**config.mk**
```make
export PLATFORM = sky130hd
export DESIGN_NAME = ptp_slave_engine
export DESIGN_NICKNAME = d
export VERILOG_FILES = /design/src/rtl/ptp_eng_pkg.sv /design/src/rtl/ptp_pair_tracker.sv /design/src/rtl/ptp_delay_calc.sv /design/src/rtl/ptp_slave_engine.sv
export SDC_FILE = /design/constraint.sdc
export NUM_CORES = 2
export LEC_CHECK = 0
export BUFFER_PORTS_ARGS = -buffer_cell sky130_fd_sc_hd__buf_4
export CORE_MARGIN = 4
export CORE_UTILIZATION = 45
export DETAILED_ROUTE_END_ITERATION = 12
export GPL_TIMING_DRIVEN = 0
export REMOVE_ABC_BUFFERS = 1
export SYNTH_ARGS = -nofsm -noshare
export SYNTH_HDL_FRONTEND = slang
export SYNTH_SLANG_ARGS = --single-unit
```
**constraint.sdc**
```tcl
create_clock -name clk -period 19.9 [get_ports clk]
set_clock_uncertainty 0.15 [all_clocks]
set_input_delay 0 -clock clk [delete_from_list [all_inputs] [get_ports clk]]
set_output_delay 0 -clock clk [all_outputs]
set_load 0.01 [all_outputs]
```
**src/rtl/ptp_eng_pkg.sv**
```systemverilog
package ptp_eng_pkg;
  typedef enum logic [1:0] {
    MSG_SYNC   = 2'd0,
    MSG_FOLLOW = 2'd1,
    MSG_DREQ   = 2'd2,
    MSG_DRESP  = 2'd3
  } msg_kind_e;
endpackage

```
**src/rtl/ptp_pair_tracker.sv**
```systemverilog
module ptp_pair_tracker #(
  parameter int SEC_W = 48,
  parameter int NS_W  = 32,
  parameter int SEQ_W = 16
) (
  input  logic             clk,
  input  logic             rst_n,
  input  logic             open_evt,
  input  logic             close_evt,
  input  logic             clear_pair,
  input  logic [SEQ_W-1:0] seq_in,
  input  logic [SEC_W-1:0] local_sec,
  input  logic [NS_W-1:0]  local_ns,
  input  logic [SEC_W-1:0] pay_sec,
  input  logic [NS_W-1:0]  pay_ns,
  output logic             pair_valid,
  output logic [SEC_W-1:0] loc_sec,
  output logic [NS_W-1:0]  loc_ns,
  output logic [SEC_W-1:0] rem_sec,
  output logic [NS_W-1:0]  rem_ns
);
  logic             pend;
  logic [SEQ_W-1:0] pend_seq;
  logic             seq_hit;

  assign seq_hit = (seq_in == pend_seq);

  always_ff @(posedge clk) begin
    if (!rst_n) begin
      pend       <= 1'b0;
      pend_seq   <= '0;
      pair_valid <= 1'b0;
      loc_sec    <= '0;
      loc_ns     <= '0;
      rem_sec    <= '0;
      rem_ns     <= '0;
    end else begin
      if (clear_pair) pair_valid <= 1'b0;
      if (open_evt) begin
        // new local event starts a fresh pair
        pend       <= 1'b1;
        pend_seq   <= seq_in;
        pair_valid <= 1'b0;
        loc_sec    <= local_sec;
        loc_ns     <= local_ns;
      end else if (close_evt && pend && seq_hit) begin
        rem_sec    <= pay_sec;
        rem_ns     <= pay_ns;
        pair_valid <= 1'b1;
        pend       <= 1'b0;
      end
    end
  end

  assert_pair_excl_R9: assert property (@(posedge clk) disable iff (!rst_n)
    !(pair_valid && pend));

  assert_close_match_R3: assert property (@(posedge clk) disable iff (!rst_n)
    $rose(pair_valid) |-> $past(close_evt && pend && seq_hit));
endmodule

```
**src/rtl/ptp_delay_calc.sv**
```systemverilog
module ptp_delay_calc #(
  parameter int SEC_W = 48,
  parameter int NS_W  = 32,
  parameter int OUT_W = 64
) (
  input  logic                    clk,
  input  logic                    rst_n,
  input  logic                    go,
  input  logic [SEC_W-1:0]        t1_sec,
  input  logic [NS_W-1:0]         t1_ns,
  input  logic [SEC_W-1:0]        t2_sec,
  input  logic [NS_W-1:0]         t2_ns,
  input  logic [SEC_W-1:0]        t3_sec,
  input  logic [NS_W-1:0]         t3_ns,
  input  logic [SEC_W-1:0]        t4_sec,
  input  logic [NS_W-1:0]         t4_ns,
  output logic signed [OUT_W-1:0] delay_q,
  output logic signed [OUT_W-1:0] offset_q
);
  localparam int DIFF_W = SEC_W + NS_W + 2;
  localparam logic signed [DIFF_W-1:0] NS_PER_SEC = DIFF_W'(1000000000);

  function automatic logic signed [DIFF_W-1:0] span(
    input logic [SEC_W-1:0] late_s, input logic [NS_W-1:0] late_n,
    input logic [SEC_W-1:0] early_s, input logic [NS_W-1:0] early_n);
    logic signed [DIFF_W-1:0] ds, dn;
    ds = $signed({{(DIFF_W-SEC_W){1'b0}}, late_s}) - $signed({{(DIFF_W-SEC_W){1'b0}}, early_s});
    dn = $signed({{(DIFF_W-NS_W){1'b0}}, late_n}) - $signed({{(DIFF_W-NS_W){1'b0}}, early_n});
    return ds * NS_PER_SEC + dn;
  endfunction

  logic signed [DIFF_W-1:0] d_ms, d_sm, sum, dly, off;

  always_comb begin
    d_ms = span(t2_sec, t2_ns, t1_sec, t1_ns);
    d_sm = span(t4_sec, t4_ns, t3_sec, t3_ns);
    sum  = d_ms + d_sm;
    dly  = sum >>> 1;
    off  = d_ms - dly;
  end

  always_ff @(posedge clk) begin
    if (!rst_n) begin
      delay_q  <= '0;
      offset_q <= '0;
    end else if (go) begin
      delay_q  <= dly[OUT_W-1:0];
      offset_q <= off[OUT_W-1:0];
    end
  end
endmodule

```
**src/rtl/ptp_slave_engine.sv**
```systemverilog
module ptp_slave_engine #(
  parameter int SEC_W = 48,
  parameter int NS_W  = 32,
  parameter int SEQ_W = 16,
  parameter int OUT_W = 64
) (
  input  logic                    clk,
  input  logic                    rst_n,
  input  logic [SEC_W-1:0]        now_sec,
  input  logic [NS_W-1:0]         now_ns,
  input  logic                    msg_valid,
  output logic                    msg_ready,
  input  logic [1:0]              msg_kind,
  input  logic [SEQ_W-1:0]        msg_seq,
  input  logic [SEC_W-1:0]        msg_sec,
  input  logic [NS_W-1:0]         msg_ns,
  output logic                    res_valid,
  input  logic                    res_ready,
  output logic signed [OUT_W-1:0] res_delay,
  output logic signed [OUT_W-1:0] res_offset
);
  import ptp_eng_pkg::*;

  msg_kind_e        kind;
  logic             acc, fire;
  logic             sync_ok, dly_ok;
  logic [SEC_W-1:0] t1_sec, t2_sec, t3_sec, t4_sec;
  logic [NS_W-1:0]  t1_ns, t2_ns, t3_ns, t4_ns;

  assign kind      = msg_kind_e'(msg_kind);
  assign fire      = sync_ok && dly_ok && !res_valid;
  assign msg_ready = !res_valid && !fire;
  assign acc       = msg_valid && msg_ready;

  ptp_pair_tracker #(.SEC_W(SEC_W), .NS_W(NS_W), .SEQ_W(SEQ_W)) u_sync (
    .clk(clk), .rst_n(rst_n),
    .open_evt(acc && kind == MSG_SYNC),
    .close_evt(acc && kind == MSG_FOLLOW),
    .clear_pair(1'b0),
    .seq_in(msg_seq), .local_sec(now_sec), .local_ns(now_ns),
    .pay_sec(msg_sec), .pay_ns(msg_ns),
    .pair_valid(sync_ok),
    .loc_sec(t2_sec), .loc_ns(t2_ns), .rem_sec(t1_sec), .rem_ns(t1_ns));

  ptp_pair_tracker #(.SEC_W(SEC_W), .NS_W(NS_W), .SEQ_W(SEQ_W)) u_dly (
    .clk(clk), .rst_n(rst_n),
    .open_evt(acc && kind == MSG_DREQ),
    .close_evt(acc && kind == MSG_DRESP),
    .clear_pair(fire),
    .seq_in(msg_seq), .local_sec(now_sec), .local_ns(now_ns),
    .pay_sec(msg_sec), .pay_ns(msg_ns),
    .pair_valid(dly_ok),
    .loc_sec(t3_sec), .loc_ns(t3_ns), .rem_sec(t4_sec), .rem_ns(t4_ns));

  ptp_delay_calc #(.SEC_W(SEC_W), .NS_W(NS_W), .OUT_W(OUT_W)) u_calc (
    .clk(clk), .rst_n(rst_n), .go(fire),
    .t1_sec(t1_sec), .t1_ns(t1_ns), .t2_sec(t2_sec), .t2_ns(t2_ns),
    .t3_sec(t3_sec), .t3_ns(t3_ns), .t4_sec(t4_sec), .t4_ns(t4_ns),
    .delay_q(res_delay), .offset_q(res_offset));

  always_ff @(posedge clk) begin
    if (!rst_n)         res_valid <= 1'b0;
    else if (fire)      res_valid <= 1'b1;
    else if (res_ready) res_valid <= 1'b0;
  end

  assert_hold_R10: assert property (@(posedge clk) disable iff (!rst_n)
    res_valid && !res_ready |=> res_valid && $stable(res_delay) && $stable(res_offset));

  assert_stall_R10: assert property (@(posedge clk) disable iff (!rst_n)
    res_valid |-> !msg_ready);

  assert_fire_R11: assert property (@(posedge clk) disable iff (!rst_n)
    $rose(res_valid) |-> $past(sync_ok && dly_ok));

  assert_clear_R8: assert property (@(posedge clk) disable iff (!rst_n)
    $rose(res_valid) |-> !dly_ok);
endmodule

```
==> impl_results.md <==
* Worst R2R End: u_calc.offset_q[63]
* Avg Vias per Cell at 5.214
* Critical path launch point: u_sync.loc_sec[0]
* Hold path depth at 4
* Vias after detailed routing at 54.07k
* Min-delay worst type: primary input to flop
* 1st-pass router iterations at 5
* Initial Util at 45.43%
* FF+latch area at 9709 µm²
* Crit path max-delay family: compound AO/OA/AOI/OAI gates
* Worst-Margin Slew at 1.229 ns
* Final setup vio count at 0
* Core area at around 150000 µm²
* Share of cells above drive strength 1 at 6.106%
* Synth Register Bits at 485
* Minimum clock period at 19.05 ns
* HP Start: now_ns[7]
* RSZ-0062 raised after global routing: no
* Grt met2 use at 45.58%
* Post-Syn Area at 68370 µm²
* Congestion Overflow GR at 0
* Die Area at between 150000 and 200000 µm²
* Area grow syn2layout at 14.99%
* DRT Wirelength at 217.1 mm
* Peak per-stage delay on the critical path at 0.69 ns
* GRT Util Overall at about 28%
* DRC at 0
* Max Fclk at ~0.052 GHz
* TritonCTS buffer count at 59
* # IOs at 312
* Routing usage on met1 at ~38%
* Number of global-route vias before repair at 55.84k
* CTS tree: yes
* Post-synth cell types at 96
* Hold Fails Final Rpt at 0
* GPL Wtd Cong at roughly 0.94
* Dominant synthesized flop cell: dfxtp_1
* R2R depth at 67
* Share of flip-flops with an asynchronous set or reset at 0%
* First-pass GRT wire length at 335.0 mm
* Die Y-Extent at ~400 µm
* Crit Path Max Fanout at 5
* Post-synth EDFFs at 0
* Register area share after synthesis at 14.20%
* Cells resized by post-CTS repair at 0
* Initial DRC count at approximately 3.3k
* CP startpoint kind: flop
* Critical Path Slowest Stage Cell: xor2_1
* Min-Delay Endpoint: u_sync.loc_ns[7]
* Detail Route Antenna Nets at 0
* Initial antenna violation count at 11
* Yosys warning total at 0
* Mapped Cells at 7744
* WP data arrival at 19.48 ns
* Fill count at ~14k
* Fin crit share at 95.73%
* Worst path bufs/invs at 3
* IO Port Bufs at around 310
* Grt met3 use at 3.275%
* Clock Path Buffers at 3
* Run status: finished, final reports clean
* Worst r2r src: u_sync.loc_sec[0]
* Critical path capture point type: flop
* Largest net degree at the start of global routing at 181
* CTS Root Cell: clkbuf_16
* Slew HR at 17.49%
* Row count at 142
* Cts hold-fix bufs at 341
* Post-CTS setup repair buffer count at 0
* Clock sinks at between 400 and 500
* HPWL Detailed at about 180 mm
* CTS H-tree depth at 2
* Clock latency on the worst-skew pair at 0.71 ns
* Mapped Avg Cell Area at about 8.8 µm²
* Final Max Tran Viols at 0
* CTS clk-pin slew, worst paths at 0.06 ns
* Per-cell routed wire length at 20.93 µm
* Multi-input gate area at 52340 µm²
* Die W at 397.8 µm
* Req. time, crit path at 20.33 ns
* GRT Max-Usage Layer: met2
* Flop-to-flop setup slack at about 0.85 ns
* Critical path class: flop to flop
* MaxCap Viol Count at 0
* Setup_tns at 0 ns
* Fin nets at 10.24k
## sequential cells by signal, indices dropped and copies added (netlist names)
name,flops
u_sync.rem_sec,48
u_dly.pair_valid,1
u_dly.pend_seq,16
u_calc.offset_q,64
res_valid,1
u_calc.delay_q,64
u_sync.loc_ns,32
u_sync.pend_seq,16
u_sync.pend,1
u_dly.loc_ns,32
u_sync.rem_ns,32
u_sync.loc_sec,48
u_sync.pair_valid,1
u_dly.rem_ns,32
u_dly.pend,1
u_dly.rem_sec,48
u_dly.loc_sec,48
## worst reg2reg max path: cells and delay by family, from the launching register on
kind / cells / cell delay, ns
simple gates: 11 / 2.46
xor+xnor: 5 / 2.30
buf+inv: 3 / 0.14
fa+ha+maj: 14 / 5.78
flops: 1 / 0.34
compound gates: 34 / 7.77
## placed cells by master (no fill, tap or decap), drive strengths merged, types with 14 or more instances in the layout
cell type | synthesis | final
o21bai | 53 | 53
nor2 | 204 | 204
o21ai | 290 | 290
a21o | 230 | 230
a21boi | 315 | 315
o211ai | 24 | 24
nor2b | 141 | 141
mux2i | 81 | 81
nand2 | 879 | 879
and2 | 117 | 117
nand4 | 36 | 36
dlygate4sd3 | 0 | 341
buf | 13 | 344
o31ai | 14 | 14
clkbuf | 167 | 84
o211a | 19 | 19
o31a | 14 | 14
a31oi | 20 | 20
a211oi | 42 | 42
or3 | 20 | 20
ha | 799 | 799
nand3 | 83 | 83
xor2 | 174 | 174
nor4 | 17 | 17
fa | 950 | 950
xnor2 | 306 | 306
dfxtp | 485 | 485
nor3 | 63 | 63
and3 | 36 | 36
inv | 1524 | 1527
a21oi | 350 | 350
nand2b | 69 | 69
o21a | 52 | 52
## layout make-up
class | instances | area share [%]
inverters | 1524 | 7.276
diodes | 2 | 0.006365
well taps | 2016 | 3.208
repair buffers | 686 | 8.074
clock buffers | 83 | 2.183
flip-flops and latches | 485 | 12.35
multi-input cells | 5555 | 66.57
clock inverters | 20 | 0.3342
## cells by family (layout without fill, tap and decap cells)
family          after synthesis  in the layout  share of synthesized area (%)
fa+ha+maj                  1754           1754                          42.52
simple gates               1713           1713                          11.58
buf+inv                    1704           2313                          9.362
compound gates             1525           1525                          14.92
flops                       485            485                          14.20
xor+xnor                    482            482                          6.238
mux                          81             81                          1.186
other cells                   0              2                              0
## cells in the mapped netlist, types with 13 or more instances
| cell | count | area [µm²] |
|---|---|---|
| clkbuf_1 | 167 | 626.9 |
| and3_1 | 36 | 225.2 |
| xor2_1 | 174 | 1524 |
| a21boi_0 | 313 | 2350 |
| o21bai_1 | 53 | 397.9 |
| a21oi_1 | 347 | 1737 |
| fa_1 | 950 | 19020 |
| nor4_1 | 15 | 93.84 |
| o211ai_1 | 23 | 172.7 |
| ha_1 | 799 | 9997 |
| nor2_1 | 204 | 765.7 |
| and2_1 | 117 | 732.0 |
| nand2b_1 | 69 | 431.7 |
| xnor2_1 | 304 | 2663 |
| o21a_1 | 52 | 390.4 |
| or3_1 | 20 | 125.1 |
| a31o_2 | 13 | 113.9 |
| or2_2 | 13 | 81.33 |
| nor3_1 | 63 | 315.3 |
| o31a_1 | 13 | 113.9 |
| a211oi_1 | 42 | 315.3 |
| mux2i_1 | 81 | 810.8 |
| o21ai_0 | 280 | 1401 |
| nand4_1 | 36 | 225.2 |
| nor2b_1 | 141 | 882.1 |
| o211a_1 | 19 | 190.2 |
| dfxtp_1 | 485 | 9709 |
| inv_1 | 1524 | 5720 |
| nand2_1 | 878 | 3296 |
| a21o_1 | 230 | 1727 |
| a31oi_1 | 18 | 112.6 |
| nand3_1 | 83 | 415.4 |
## metrics by stage
| step | cells | cell area (µm²) | hold WS, ns | utilization (%) | setup slack (ns) |
|---|---|---|---|---|---|
| CTS | 10370 | 78620 | 0.0003330 | 52.24 | 1.088 |
| finish | 10370 | 78630 | 0.004917 | 52.25 | 0.8498 |
| global placement | 9891 | 72550 | 0.1018 | 48.21 | 0.9253 |
| floorplan | 7564 | 67690 | -0.03621 | - | 5.012 |
| global route | 10370 | 78620 | 0.01387 | 52.24 | 0.1314 |
| detailed placement | 9924 | 73220 | 0.1085 | 48.66 | 1.216 |
## metal layers
layer | vias up | routed length, µm
li1 | 26030 | -
met1 | 26440 | 97710
met2 | 1316 | 99580
met3 | 286 | 11140
met4 | 6 | 8610
met5 | - | 36
## worst max-delay path by stage
stage	end	cells after the start	slack (ns)
3_5_place_dp	u_calc.offset_q[63]	66	1.22
2_1_floorplan	u_calc.offset_q[62]	70	5.01
4_1_cts	u_calc.offset_q[63]	66	1.09
6_report	u_calc.offset_q[63]	67	0.85
3_3_place_gp	u_calc.offset_q[63]	60	0.93
5_1_grt	u_calc.offset_q[63]	67	0.13
Power is not shown: default switching activity piles up to over one toggle a cycle in this logic, so the estimate is an artifact.
